`config.mk`:
```
export PLATFORM = sky130hd
export DESIGN_NAME = spi_sck_gen
export DESIGN_NICKNAME = d
export VERILOG_FILES = /design/src/rtl/spi_sck_gen.sv
export SDC_FILE = /design/constraint.sdc
export NUM_CORES = 1
export LEC_CHECK = 0
export BUFFER_PORTS_ARGS = -buffer_cell sky130_fd_sc_hd__buf_2
export CAP_MARGIN = 10
export CORE_UTILIZATION = 45
export DETAILED_ROUTE_END_ITERATION = 12
export PLACE_DENSITY_LB_ADDON = 0.05
export SLEW_MARGIN = 20
export SYNTH_ARGS = -nofsm -noshare
export SYNTH_HDL_FRONTEND = slang
export SYNTH_SLANG_ARGS = --single-unit
```
`constraint.sdc`:
```
create_clock -name clk -period 10.9 [get_ports clk]
set_input_delay 1.09 -clock clk [delete_from_list [all_inputs] [get_ports clk]]
set_output_delay 1.09 -clock clk [all_outputs]
set_load 0.02 [all_outputs]
```
`src/rtl/spi_sck_gen.sv`:
```
module spi_sck_gen #(
  parameter int NPROF = 4,
  parameter int FW    = 16,
  parameter int ACC_W = 12,
  parameter int PW    = (NPROF > 1) ? $clog2(NPROF) : 1,
  parameter int AW    = $clog2(2 * NPROF + 2)
) (
  input  logic          clk,
  input  logic          rst_n,
  input  logic          en,
  input  logic          ss_active,
  input  logic [PW-1:0] prof_sel,
  input  logic          reg_we,
  input  logic [AW-1:0] reg_addr,
  input  logic [31:0]   reg_wdata,
  output logic [31:0]   reg_rdata,
  output logic          sck,
  output logic          launch,
  output logic          latch,
  output logic          mosi_idle,
  output logic          async_path
);
  localparam int MOD     = 2 ** (ACC_W - 1);
  localparam int B_X2    = FW - 2;
  localparam int B_LOOP  = FW - 1;
  localparam int B_CAPR  = 12;
  localparam int B_LNCR  = 13;
  localparam int B_ASYNC = 16;
  localparam int B_GATE  = 16;
  localparam int B_CPOL  = 17;
  localparam int B_MIDLE = 18;

  logic [FW-1:0] clkw [NPROF];
  logic [2:0]    sigw [NPROF];
  logic [2:0]    glob;

  logic unused_w;
  assign unused_w = ^reg_wdata;

  always_ff @(posedge clk) begin
    if (!rst_n) begin
      glob <= '0;
      for (int p = 0; p < NPROF; p++) begin
        clkw[p] <= '0;
        sigw[p] <= '0;
      end
    end else if (reg_we) begin
      if (reg_addr == '0)
        glob <= {reg_wdata[B_MIDLE], reg_wdata[B_CPOL], reg_wdata[B_GATE]};
      for (int p = 0; p < NPROF; p++) begin
        if (reg_addr == AW'(2 * p + 2)) clkw[p] <= reg_wdata[FW-1:0];
        if (reg_addr == AW'(2 * p + 3))
          sigw[p] <= {reg_wdata[B_ASYNC], reg_wdata[B_LNCR], reg_wdata[B_CAPR]};
      end
    end
  end

  always_comb begin
    reg_rdata = '0;
    if (reg_addr == '0) begin
      reg_rdata[B_GATE]  = glob[0];
      reg_rdata[B_CPOL]  = glob[1];
      reg_rdata[B_MIDLE] = glob[2];
    end
    for (int p = 0; p < NPROF; p++) begin
      if (reg_addr == AW'(2 * p + 2)) reg_rdata[FW-1:0] = clkw[p];
      if (reg_addr == AW'(2 * p + 3)) begin
        reg_rdata[B_CAPR]  = sigw[p][0];
        reg_rdata[B_LNCR]  = sigw[p][1];
        reg_rdata[B_ASYNC] = sigw[p][2];
      end
    end
  end

  logic [FW-1:0]    cw;
  logic [FW-2:0]    raw;
  logic [ACC_W-1:0] step, acc, sum;
  logic             lp, cpol, lr, gated, adv, carry, tog, ph, en_d, lvl_n, is_launch, need;

  assign cw    = clkw[prof_sel];
  assign lp    = cw[B_LOOP];
  assign cpol  = glob[1];
  assign lr    = sigw[prof_sel][1];
  assign raw   = cw[B_X2] ? {cw[FW-3:0], 1'b0} : {1'b0, cw[FW-3:0]};
  assign step  = (raw > (FW-1)'(MOD)) ? ACC_W'(MOD) : raw[ACC_W-1:0];
  assign sum   = acc + step;
  assign carry = sum >= ACC_W'(MOD);
  assign gated = glob[0] & ~ss_active;
  assign adv   = en & (step != '0) & ~gated;
  assign tog   = adv & carry;
  assign lvl_n = ph ^ tog ^ cpol;
  assign is_launch = (lvl_n == lr);
  assign need  = (lr == cpol);

  always_ff @(posedge clk) begin
    if (!rst_n) begin
      acc <= '0; ph <= 1'b0; en_d <= 1'b0; launch <= 1'b0; latch <= 1'b0;
    end else begin
      en_d   <= en;
      launch <= (tog & is_launch) | (adv & ~en_d & need);
      latch  <= tog & ~is_launch;
      if (!en) begin
        acc <= '0;
        ph  <= 1'b0;
      end else if (adv) begin
        acc <= carry ? (lp ? '0 : sum - ACC_W'(MOD)) : sum;
        ph  <= ph ^ tog;
      end
    end
  end

  assign sck        = ph ^ cpol;
  assign mosi_idle  = glob[2];
  assign async_path = sigw[prof_sel][2];
endmodule


```
==> impl_metrics.tcl <==
set metrics [dict create \
    status "complete, but fails checks" \
    violations "DRC" \
    criticalPathCategory "in -> reg" \
    tritoncts "yes" \
    hold_slack_ps 473.6 \
    diodes 0 \
    end_kind "flip-flop" \
    postRouteAntennaNets 0 \
    synthToLayoutAreaGrowth_pct 11.03 \
    drive_gt1_frac 0.1770 \
    synth_cell_types 57 \
    mostFrequentLayoutCells "and2_1, edfxtp_1, nand2_1" \
    dp_hpwl_mm 8.347 \
    remaining_drc_errors 6 \
    grt.overflow.total 0 \
    cts_buffers 9 \
    holdPathStages 2 \
    cts_buffer_depth 2 \
    die_height_microns 111.6 \
    r2r_end "acc[10]" \
    final_cell_area_sq_um 6007 \
    wl_per_cell_microns 19.20 \
    cts.sinks 95 \
    seq_area_frac_synth 0.4921 \
    io_buffers 53 \
    cts_resized 0 \
    yosys_warnings 0 \
    gp_congestion 0.7586 \
    max_freq_mhz 168.5 \
    synthFlopType "edfxtp_1" \
    grt_pass1_vias 3649 \
    arrival_ps 6130 \
    fin_crit_sh 0.5445 \
    core_area_sq_um 11560 \
    wl_mm 12.61 \
    r2r_setup_slack_ps 5890 \
    reg2regPathDepth 13 \
    antenna_found_initial 0 \
    post_dp_cell_area_sq_um 5707 \
    setup_violations 0 \
    cts_htree_levels 3 \
    die_area_sq_um 12460 \
    ctsHoldBuffers 0 \
    drv_cap 0 \
    p_per_area_nw_per_um2 138.9 \
    path_clk_slew_ps 70 \
    cts_root_buffer "clkbuf_16" \
    layout_setup_ws_ps 4965 \
    avgViaCountPerCell 5.737 \
    boundaryPins 80 \
    maxSlewViolCount 0 \
    drt_iter0_markers 342 \
    irDropWorstVdd_v 0.00009613 \
    worstReg2RegStart "clkw[3][14]" \
    grt_max_degree 28 \
    min_period_ps 5935 \
    start_util 0.4678 \
    min_from "acc[2]" \
    synth_edf_count 76 \
    vias 3769 \
    synth_seq_cells 95 \
    p_leak_uw 0.002470 \
    hold_violations 0 \
    fin_nets 564 \
    final_common_cell "and2_1" \
    synth_cells 466 \
    cp_max_fo 17 \
    rows 39 \
    post-place-ws_ps 4603 \
    setup_tns_ps 0 \
    cp-start-kind "primary input" \
    async_flop_share 0 \
    firstDrtPassIters 9 \
    hold_class "reg -> reg" \
    whs_endpoint "acc[2]" \
    critPathRequiredTime_ps 11090 \
    fillers 1036 \
    die_w_microns 111.6 \
    avgSynthCellArea_sq_um 11.61 \
    fin_skew_ps 10.12 \
    cts_setup_buffers 0 \
    tightest_slew_ps 977.6 \
    rsz0062_at_grt "false" \
    grt_first_pass_wirelength_mm 19.78 \
    syn-cell-area_sq_um 5410 \
    grt_usage 0.2127 \
    clkLatencyLatePin_ps 340 \
    slew_headroom 0.3469 \
]
[stage by stage]
stage               instances  power [uW]  utilization
finish                    657       834.3       0.5194
global route              657       865.4       0.5194
CTS                       656       840.9       0.5184
detailed placement        640       531.6       0.4935
global placement          640       529.7       0.4935
floorplan                 478       502.6            -
[cell families after synthesis]
family,share of synthesized area
AOI/OAI and AO/OA,0.09945
xor gates and xnor gates,0.02405
buffers and inverters,0.05157
adders and majority gates,0.02914
other,0.0006931
muxes,0.09644
and+or+nand+nor,0.2065
DFF,0.4921
[worst max-delay path: stages]
cell	delay (ps)
buf_2	460
mux4_2	800
mux2i_1	310
nand3_2	150
o31a_2	450
nor2_1	250
ha_1	280
a21o_1	180
a311o_1	390
o311ai_1	380
a32oi_1	220
xnor2_2	230
nor2b_1	780
o41ai_1	150
[area by class of cell]
type	count	area, sq um	area share
flip-flops and latches	95	2663	0.4432
multi-input cells	339	2547	0.4241
repair buffers	58	306.5	0.05103
clock buffers	9	225.2	0.03749
well taps	143	178.9	0.02979
clock inverters	7	63.81	0.01062
inverters	6	22.52	0.003749
[per-layer routing]
| layer | GRT usage | share of wire | up-vias |
|---|---|---|---|
| met4 | 0.06036 | 0.010 | 0 |
| met2 | 0.3656 | 0.51 | 107 |
| li1 | - | - | 1811 |
| met1 | 0.2728 | 0.43 | 1841 |
| met3 | 0.04137 | 0.050 | 10 |
| met5 | 0 | 0 | - |
[power breakdown]
| group | internal, uW | total (uW) | switching, uW |
|---|---|---|---|
| Sequential | 410 | 419 | 9.08 |
| Clock | 176 | 311 | 135 |
| Combinational | 37.0 | 104 | 67.3 |
[cell usage after synthesis (2+ instances only)]
cell,number,share of area
nor3_1,4,0.0037
nand2b_1,3,0.0035
buf_2,3,0.0028
xor2_1,9,0.015
and3_1,8,0.0093
clkbuf_1,12,0.0083
edfxtp_1,76,0.42
mux4_1,13,0.063
o41ai_1,9,0.015
o31ai_1,2,0.0028
nor3b_1,3,0.0042
nand2_1,60,0.042
o21ai_0,4,0.0037
nand3_1,15,0.014
mux4_2,4,0.017
nor2_1,20,0.014
o21bai_1,2,0.0028
dfxtp_1,19,0.070
a21o_1,3,0.0042
and2_1,79,0.091
nor4_2,2,0.0046
a21oi_1,17,0.016
ha_1,11,0.025
buf_4,16,0.022
nor4_1,2,0.0023
xnor2_1,4,0.0065
a222oi_1,19,0.035
buf_6,3,0.0062
mux2i_1,9,0.017
nor4b_1,2,0.0032
inv_1,6,0.0042
nor2b_1,2,0.0023
[sequential cells by signal (all words and copies together), names as in the netlist]
name,cells
glob,3
latch,1
clkw,64
ph,1
acc,12
launch,1
en_d,1
sigw,12
[worst max-delay path by stage]
| stage | slack, ps | depth (start not counted) | startpoint | to |
|---|---|---|---|---|
| floorplan | 5820 | 17 | prof_sel[0] | acc[2] |
| global placement | 4610 | 14 | prof_sel[0] | acc[0] |
| detailed placement | 4600 | 14 | prof_sel[0] | acc[10] |
| CTS | 4960 | 14 | prof_sel[0] | acc[10] |
| global route | 4510 | 14 | prof_sel[0] | acc[6] |
| finish | 4970 | 14 | prof_sel[0] | acc[10] |
Note: power is estimated with default switching activity, not from simulation.
